--- src/rtl/selfprog_pkg.sv ---
// Shared definitions for the flash self-programming control register.
// Assumes an 8-bit register whose bit positions are decoded by software.
package selfprog_pkg;
    localparam int REG_W  = 8;
    localparam int B_IE   = 7;
    localparam int B_BUSY = 6;
    localparam int B_SIG  = 5;
    localparam int B_BCLR = 4;
    localparam int B_LOCK = 3;
    localparam int B_PWRT = 2;
    localparam int B_PERS = 1;
    localparam int B_EN   = 0;

    typedef enum logic [2:0] {
        OP_NONE  = 3'd0,
        OP_LOAD  = 3'd1,
        OP_ERASE = 3'd2,
        OP_WRITE = 3'd3,
        OP_LOCK  = 3'd4,
        OP_BCLR  = 3'd5,
        OP_SIG   = 3'd6
    } op_e;
endpackage

--- src/rtl/selfprog_window.sv ---
// Acceptance window timer. An arm request loads a down-counter with the
// store or load window length. The window stays open while the counter is
// non-zero. A consume input closes it early. Expire pulses when the last
// open cycle passes with nothing consumed and no new arm.
// Assumes arm and consume are never both requested for the same edge.
module selfprog_window #(
    parameter int ST_WIN = 4,
    parameter int LD_WIN = 3
) (
    input  logic clk,
    input  logic rst_n,
    input  logic arm,
    input  logic arm_ld,
    input  logic consume,
    output logic open_st,
    output logic open_ld,
    output logic expire
);
    localparam int MAXW = (ST_WIN > LD_WIN) ? ST_WIN : LD_WIN;
    localparam int CW   = $clog2(MAXW + 1);

    logic [CW-1:0] cnt;
    logic          mode_ld;

    // Load, cancel or count down the window counter.
    always_ff @(posedge clk) begin
        if (!rst_n) begin
            cnt     <= '0;
            mode_ld <= 1'b0;
        end else if (arm) begin
            cnt     <= arm_ld ? CW'(LD_WIN) : CW'(ST_WIN);
            mode_ld <= arm_ld;
        end else if (consume) begin
            cnt <= '0;
        end else if (cnt != '0) begin
            cnt <= cnt - 1'b1;
        end
    end

    // Decode the open and lapse conditions from the counter.
    always_comb begin
        open_st = (cnt != '0) && !mode_ld;
        open_ld = (cnt != '0) && mode_ld;
        expire  = (cnt == CW'(1)) && !consume && !arm;
    end
endmodule

--- src/rtl/selfprog_opsel.sv ---
// Fixed-priority operation selector. It maps the select bits held in the
// register to a single operation. Erase outranks write, write outranks
// lock, and lock outranks busy-clear. With no bit set the result is a
// page-buffer load. Purely combinational.
module selfprog_opsel
    import selfprog_pkg::*;
(
    input  logic pers,
    input  logic pwrt,
    input  logic lock,
    input  logic bclr,
    output op_e  op
);
    // Later assignments override earlier ones, so the last line has top priority.
    always_comb begin
        op = OP_LOAD;
        if (bclr) op = OP_BCLR;
        if (lock) op = OP_LOCK;
        if (pwrt) op = OP_WRITE;
        if (pers) op = OP_ERASE;
    end
endmodule

--- src/rtl/selfprog_busy.sv ---
// Busy flag of the rewritable flash section. It is set when an erase or
// write starts and cleared by a buffer load. It is also cleared by a
// busy-clear request, but only when no operation is in progress.
// Assumes set and the clear requests are mutually exclusive.
module selfprog_busy (
    input  logic clk,
    input  logic rst_n,
    input  logic set_req,
    input  logic clr_load,
    input  logic clr_req,
    input  logic op_active,
    output logic busy
);
    // Apply the set and clear rules to the flag.
    always_ff @(posedge clk) begin
        if (!rst_n)
            busy <= 1'b0;
        else if (set_req)
            busy <= 1'b1;
        else if (clr_load || (clr_req && !op_active))
            busy <= 1'b0;
    end
endmodule

--- src/rtl/selfprog_ctrl.sv ---
// Flash self-programming control and status register. It holds the
// interrupt enable, arm and operation-select bits written by the core. It
// opens timed windows for store and load instructions, reports the accepted
// operation as a one-cycle pulse, tracks the busy flag of the rewritable
// section and requests the ready interrupt.
// Assumes st_strobe, ld_strobe and flash_done are one-cycle pulses that are
// synchronous to clk.
module selfprog_ctrl
    import selfprog_pkg::*;
#(
    parameter int ST_WIN = 4,
    parameter int LD_WIN = 3
) (
    input  logic             clk,
    input  logic             rst_n,
    input  logic             bus_wr,
    input  logic [REG_W-1:0] bus_wdata,
    output logic [REG_W-1:0] rd_data,
    input  logic             gie,
    input  logic             st_strobe,
    input  logic             ld_strobe,
    input  logic             flash_done,
    output logic             op_erase,
    output logic             op_write,
    output logic             op_lock,
    output logic             op_bclr,
    output logic             op_load,
    output logic             sig_read,
    output logic             ready_irq,
    output logic             rww_block
);
    localparam int SEL_W = B_SIG - B_EN + 1;

    logic             ie;
    logic [SEL_W-1:0] sel;
    logic             active;
    logic             busy;
    logic             wr_eff;
    logic             arm;
    logic             cancel;
    logic             open_st;
    logic             open_ld;
    logic             expire;
    logic             st_acc;
    logic             ld_acc;
    logic             long_op;
    logic             clear_sel;
    op_e              sel_op;

    // Qualify bus writes, instruction acceptance and self-clear events.
    always_comb begin
        wr_eff    = bus_wr && !active;
        arm       = wr_eff && bus_wdata[B_EN];
        cancel    = wr_eff && !bus_wdata[B_EN];
        st_acc    = st_strobe && open_st && !wr_eff;
        ld_acc    = ld_strobe && open_ld && !wr_eff;
        long_op   = st_acc && ((sel_op == OP_ERASE) || (sel_op == OP_WRITE));
        clear_sel = (st_acc && !long_op) || ld_acc || expire
                    || (active && flash_done);
    end

    selfprog_window #(
        .ST_WIN (ST_WIN),
        .LD_WIN (LD_WIN)
    ) u_window (
        .clk     (clk),
        .rst_n   (rst_n),
        .arm     (arm),
        .arm_ld  (bus_wdata[B_SIG]),
        .consume (st_acc || ld_acc || cancel),
        .open_st (open_st),
        .open_ld (open_ld),
        .expire  (expire)
    );

    selfprog_opsel u_opsel (
        .pers (sel[B_PERS - B_EN]),
        .pwrt (sel[B_PWRT - B_EN]),
        .lock (sel[B_LOCK - B_EN]),
        .bclr (sel[B_BCLR - B_EN]),
        .op   (sel_op)
    );

    selfprog_busy u_busy (
        .clk       (clk),
        .rst_n     (rst_n),
        .set_req   (long_op),
        .clr_load  (st_acc && (sel_op == OP_LOAD)),
        .clr_req   (st_acc && (sel_op == OP_BCLR)),
        .op_active (active),
        .busy      (busy)
    );

    // Interrupt enable is always writable.
    always_ff @(posedge clk) begin
        if (!rst_n)
            ie <= 1'b0;
        else if (bus_wr)
            ie <= bus_wdata[B_IE];
    end

    // Arm and select bits: written when idle, self-cleared on completion or lapse.
    always_ff @(posedge clk) begin
        if (!rst_n)
            sel <= '0;
        else if (wr_eff)
            sel <= bus_wdata[B_SIG:B_EN];
        else if (clear_sel)
            sel <= '0;
    end

    // Track an erase or write that is in progress until the engine reports done.
    always_ff @(posedge clk) begin
        if (!rst_n)
            active <= 1'b0;
        else if (long_op)
            active <= 1'b1;
        else if (flash_done)
            active <= 1'b0;
    end

    // Register the one-cycle operation pulses.
    always_ff @(posedge clk) begin
        if (!rst_n) begin
            op_erase <= 1'b0;
            op_write <= 1'b0;
            op_lock  <= 1'b0;
            op_bclr  <= 1'b0;
            op_load  <= 1'b0;
            sig_read <= 1'b0;
        end else begin
            op_erase <= st_acc && (sel_op == OP_ERASE);
            op_write <= st_acc && (sel_op == OP_WRITE);
            op_lock  <= st_acc && (sel_op == OP_LOCK);
            op_bclr  <= st_acc && (sel_op == OP_BCLR);
            op_load  <= st_acc && (sel_op == OP_LOAD);
            sig_read <= ld_acc;
        end
    end

    // Assemble the read view and the status outputs.
    always_comb begin
        rd_data         = '0;
        rd_data[B_IE]   = ie;
        rd_data[B_BUSY] = busy;
        rd_data[B_SIG:B_EN] = sel;
        ready_irq       = ie && gie && !sel[0];
        rww_block       = busy;
    end
endmodule


--- config.mk ---
export PLATFORM = sky130hd
export DESIGN_NAME = selfprog_ctrl
export DESIGN_NICKNAME = d
export VERILOG_FILES = /design/src/rtl/selfprog_pkg.sv /design/src/rtl/selfprog_window.sv /design/src/rtl/selfprog_opsel.sv /design/src/rtl/selfprog_busy.sv /design/src/rtl/selfprog_ctrl.sv
export SDC_FILE = /design/constraint.sdc
export NUM_CORES = 1
export LEC_CHECK = 0
export ABC_CLOCK_PERIOD_IN_PS = 1700
export BUFFER_PORTS_ARGS = -buffer_cell sky130_fd_sc_hd__buf_4
export CORE_MARGIN = 2
export CORE_UTILIZATION = 45
export CTS_BUF_LIST = sky130_fd_sc_hd__clkbuf_16
export DETAILED_ROUTE_END_ITERATION = 12
export PLACE_DENSITY = 0.83
export SETUP_SLACK_MARGIN = 0.3
export SYNTH_ARGS = -nofsm -noshare
export SYNTH_HDL_FRONTEND = slang
export SYNTH_SLANG_ARGS = --single-unit
--- constraint.sdc ---
create_clock -name clk -period 1.7 [get_ports clk]
set_input_delay 0.17 -clock clk [delete_from_list [all_inputs] [get_ports clk]]
set_output_delay 0.17 -clock clk [all_outputs]
set_load 0.05 [all_outputs]
## Word level (Yosys, flattened, before mapping)

Index checks and enable logic that the tools add are counted.

- Register bits after elaboration: 19
- Input port bits: 15
- Output and inout bits: 16
- Logic and storage cells: 75

- Add/sub/neg operators: 1
- Equal/unequal tests: 6
- Mux-type cells: 14
- Reductions and logical operators: 42

Operator list:

| cell | count |
|---|---|
| $mux W3 | 8 |
| $logic_and A1 B1 Y1 | 22 |
| $mux W6 | 2 |
| $logic_not A1 Y1 | 8 |
| $logic_or A1 B1 Y1 | 7 |
| $eq A3 B1 Y1 const B | 2 |
| $eq A3 B2 Y1 const B | 2 |
| $eq A3 B3 Y1 const B | 2 |
| $reduce_bool A2 Y1 | 3 |
| $reduce_bool A3 Y1 | 2 |
| $mux W1 | 4 |
| $sub A3 B1 Y3 const B | 1 |

## Longest topological paths before layout

- Depth in word-level cells: 14
- Depth in mapped cells: 5
- Mapped depth without buffers: 5

## Cells and area by module

From an unflattened synthesis, not the netlist that was laid out.

- Cell total of the unflattened synthesis: 102
- Area total of the unflattened synthesis: 887.1 um^2

Modules (own cells, without submodules):

| module | instances | cells each | area an instance (um^2) | sequential area each (um^2) |
|---|---|---|---|---|
| selfprog_ctrl | 1 | 64 | 580.6 | 280.3 |
| selfprog_window | 1 | 29 | 237.7 | 80.1 |
| selfprog_busy | 1 | 4 | 41.3 | 20.0 |
| selfprog_opsel | 1 | 5 | 27.5 | 0.0 |

## Worst setup path after synthesis

Ideal clock, no wire load.

- Path kind: register -> register
- From: reg u_window.cnt[0]
- To: reg u_window.cnt[1]
- Library setup time: 0.119 ns
- Data arrival time: 1.234 ns
- Required time: 1.581 ns
- Setup slack: 0.347 ns
- Cell stages (with the launch flop): 6
- Path buffers: 0
- Clock period less this slack: 1.353 ns
- Path through: dfxtp_1 inv_1 ha_1 nor2b_1 nand2_1 o221a_2

- Longest elaborated chain between the ends: 8
- Elaborated cells on any way between the ends: 14
- Classes of those cells: add/sub: 1; mux: 3; reduce/logical: 10

RTL lines:

| item | line | source |
|---|---|---|
| from (decl) | selfprog_window.sv:22 | `logic [CW-1:0] cnt;` |
| from (signal assigned) | selfprog_window.sv:31 | `cnt <= arm_ld ? CW'(LD_WIN) : CW'(ST_WIN);` |
| from (signal assigned) | selfprog_window.sv:36 | `cnt <= cnt - 1'b1;` |
| branches (longest 8 deep; another with $sub A3 B1 Y3) | - |  |

Parallel ways; which one is timed is not known. The select of a mux whose other input is x is not followed.
A chain may end at the register's enable or synchronous reset.

## Final worst setup path

- From: reg sel[1]
- To: reg sel[1]

- Longest elaborated chain between the ends: 10
- Elaborated cells on any way between the ends: 11
- Classes of those cells: eq/ne: 2; mux: 1; reduce/logical: 8

RTL lines:

| item | line | source |
|---|---|---|
| from (decl) | selfprog_ctrl.sv:35 | `logic [SEL_W-1:0] sel;` |
| from (signal assigned) | selfprog_ctrl.sv:107 | `sel <= bus_wdata[B_SIG:B_EN];` |
| $mux W3 (*) | selfprog_opsel.sv:20 | `if (pers) op = OP_ERASE;` |
| $eq A3 B2 Y1 | selfprog_ctrl.sv:57 | `long_op = st_acc && ((sel_op == OP_ERASE) \|\| (sel_op == OP_WRITE));` |
| $logic_or A1 B1 Y1 (*) | selfprog_ctrl.sv:57 |  |
| $logic_and A1 B1 Y1 (*) | selfprog_ctrl.sv:57 |  |
| $logic_not A1 Y1 (*) | selfprog_ctrl.sv:58 | `clear_sel = (st_acc && !long_op) \|\| ld_acc \|\| expire` |
| $logic_and A1 B1 Y1 (*) | selfprog_ctrl.sv:58 |  |
| $logic_or A1 B1 Y1 (*) (2 in series) | selfprog_ctrl.sv:58 |  |
| $logic_or A1 B1 Y1 (*) | selfprog_ctrl.sv:59 | `\|\| (active && flash_done);` |
| $reduce_bool A2 Y1 (no source line) (*) | - |  |

Every way passes the cells marked *; elsewhere a longest branch is shown, timed or not.

==> impl_results.md <==
- Clk root buf: clkbuf_16
- CP Class: reg2reg
- Final routed DRC violation total: 0
- Port buffer count: 29
- RSZ-0062 raised after global routing: yes
- Hold-fix buffers, CTS: 0
- Final hold violation count: 0
- Clock latency on the worst-skew pair: approximately 0.25 ns
- Worst-Margin Slew: 0.442 ns
- DR pass1 iterations: 4
- WP data required: roughly 1.8 ns
- Pre-CTS WS: 0.145 ns
- TritonCTS clock tree: yes
- Crit path largest cell delay: 0.54 ns
- Peak VDD IR: 0.935 mV
- Worst setup margin: slightly below 0.3 ns
- Synth Net Count: between 100 and 150
- Fin crit share: 83.0%
- Initial drt markers: 21
- Gr usage total: 18.3%
- Setup TNS Final: 0 ns
- Status: finished clean
- Longest Clk Path Bufs: 2
- Worst clock skew: 0.00136 ns
- Critical path, cell by cell: or4b_4 -> a21oi_4 -> o41ai_2
- Max Freq: 709 MHz
- Cell leakage power: roughly 0.00056 uW
- Die Area: between 0.002 and 0.0025 sq mm
- Core ar.: approximately 0.002 sq mm
- Leading area contributor after synthesis: dfxtp_1
- Largest net degree at the start of global routing: 14
- Synth cell types: 35
- Final #Nets: 145
- Max-cap violations: 0
- Cells after synthesis: a little under 100
- IO Count: 31
- Seq cells post-synth: 19
- Via count: 827
- First-pass GRT wire length: 3390 um
- Vias in the first global route: 806
- Worst-path clk slew: 0.05 ns
- Area Growth Syn to Fin: 40.7%
- Largest cells by area after synthesis: dfxtp_1 (42%), buf_4 (5.8%), o41ai_1 (4.8%)
- Ys Warns: 0
- Buffers and inverters on the worst path: 0
- Die Width: between 40 and 50 um
- Post-DP HPWL: 1600 um
- Seq/Total Area, Yosys: about two fifths
- Initial antenna violation count: 0
- Htree depth: 1
- CTS Sinks: 19
- Mean Syn Cell Area: between 9 and 10 sq um
- CP Launch Type: flop
- Grt ovf: 0
- Layout cells sized above 1: a little over two fifths
- Post-route ant nets: 0
- Final WL: roughly 2200 um
- Hold slack: 0.150 ns
- # diodes: 0
- Top Family by Delay on Critical Path: simple AND/OR/NAND/NOR gates
- Final GP Congestion: 0.840
- Synthesized cell area: ~910 sq um
- # setup viols final: 0
- CTS Buf Count: 3
- Row Count: 16
- Initial core utilization: 46.8%
- WL per Instance: 14.2 um
- CP endpoint kind: flop
- CP max-delay cell: or4b_4
- Via density: 5.41
- Crit-path max FO: 6
- Die Ht: between 40 and 50 um
- Worst relative slew slack: a little over two thirds
- Hold WC Path Type: in2reg
- Crit path DAT: between 1.5 and 2 ns
- Final Critical Period: 1.41 ns
- Synth top area share: 41.8%
- PD cells: 1020 mW/mm^2
- Max-slew violation count: 0
[state kept, by name (all words and copies together), names as in the netlist]
name and count:
u_window.mode_ld 1, op_load 1, op_lock 1, op_bclr 1, sel 6, op_write 1
active 1, sig_read 1, ie 1, op_erase 1, u_busy.busy 1, u_window.cnt 3
[cells in the mapped netlist]
library cell	instances
nand4_1	2
nand2b_1	3
mux2i_1	2
nor3_1	3
nand4b_1	1
a311oi_1	1
o211ai_1	1
clkbuf_2	1
inv_1	10
o31ai_1	1
nand3_2	1
and4_1	1
dfxtp_1	19
ha_1	3
a211oi_1	1
nor2_1	2
nand3_1	7
a41oi_1	1
buf_2	1
nand2_1	4
nor4_1	3
o221a_2	1
o41ai_1	5
or2_2	1
and3_1	1
nor2b_1	4
a21oi_1	3
a21oi_4	1
or4b_4	1
buf_4	7
nor3b_1	1
nand3b_1	1
o21ai_1	1
o21a_1	2
xor2_1	1
[layout make-up]
| type | instances | area [sq um] |
|---|---|---|
| multi-input combinational | 60 | 498 |
| clock buffer | 3 | 75.1 |
| clock inverter | 1 | 3.75 |
| timing repair buffer | 33 | 248 |
| tap | 27 | 33.8 |
| inverter | 10 | 37.5 |
| sequential | 19 | 384 |
| fill | 156 | 662 |
[layer usage]
layer | global-route usage (%) | routed length, um | part of all wire [%]
met2 | 32.4 | 1140 | 52
met4 | 9.52 | 32 | 1.5
met5 | 0 | 0 | 0
met1 | 20.8 | 910 | 42
met3 | 3.07 | 92 | 4.2
[timing repair]
action | in CTS | in global routing
pin swaps | 3 | 7
endpoints found under the setup margin | 10 | 13
setup buffers | 2 | 1
resized for setup | 3 | 12
cloned | 0 | 0
[worst paths after layout]
| kind | start | end | cells past startpoint | slack, ns |
|---|---|---|---|---|
| worst max-delay path | sel[1] | sel[1] | 3 | 0.29 |
| worst min-delay path | bus_wdata[0] | sel[0] | 3 | 0.15 |
| worst min register to register | sel[0] | sel[0] | 2 | 0.49 |
| worst max register to register | sel[1] | sel[1] | 3 | 0.29 |
[worst min-delay path, delay by kind of cell]
family / cells / cell delay, ns
AO/OA/AOI/OAI: 1 / 0.05
buffers and inverters: 1 / 0.09
AND/OR/NAND/NOR: 1 / 0.05
[layout by cell type (no fill, tap or decap), types with 2 or more instances in the layout]
cell	Yosys	layout
a21oi_1	3	2
buf_4	7	33
clkbuf_16	0	3
dfxtp_1	19	16
dfxtp_2	0	3
ha_1	3	2
inv_1	10	11
mux2i_1	2	2
nand2_1	4	4
nand3_1	7	7
nand4_1	2	2
nor2_1	2	2
nor2b_1	4	3
nor3_1	3	3
nor4_1	3	3
o21a_1	2	2
o41ai_2	0	4
[where the power goes]
| part | internal [uW] | switching [uW] | total, uW |
|---|---|---|---|
| clock | 312 | 154 | 466 |
| combinational | 141 | 200 | 342 |
| sequential | 474 | 22.4 | 496 |
[cells by family (layout without fill, tap and decap cells)]
kind of cell | Yosys count | after routing | share of synthesized area [%]
and+or+nand+nor | 36 | 36 | 23.8
DFF | 19 | 19 | 41.8
buffers and inverters | 19 | 47 | 11.0
AOI/OAI and AO/OA | 18 | 18 | 16.1
adders and majority gates | 3 | 3 | 4.13
muxes | 2 | 2 | 2.20
xor gates and xnor gates | 1 | 1 | 0.963
[metrics by stage]
stage / instances / util (%) / instance area, sq um / total power [uW]
floorplan: 98 / - / 910 / 704
global placement: 146 / 57.0 / 1110 / 769
detailed placement: 146 / 57.0 / 1110 / 779
CTS: 152 / 62.2 / 1210 / 1270
global route: 153 / 65.9 / 1280 / 1350
finish: 153 / 65.9 / 1280 / 1300
Note: power is estimated with default switching activity, not from simulation.
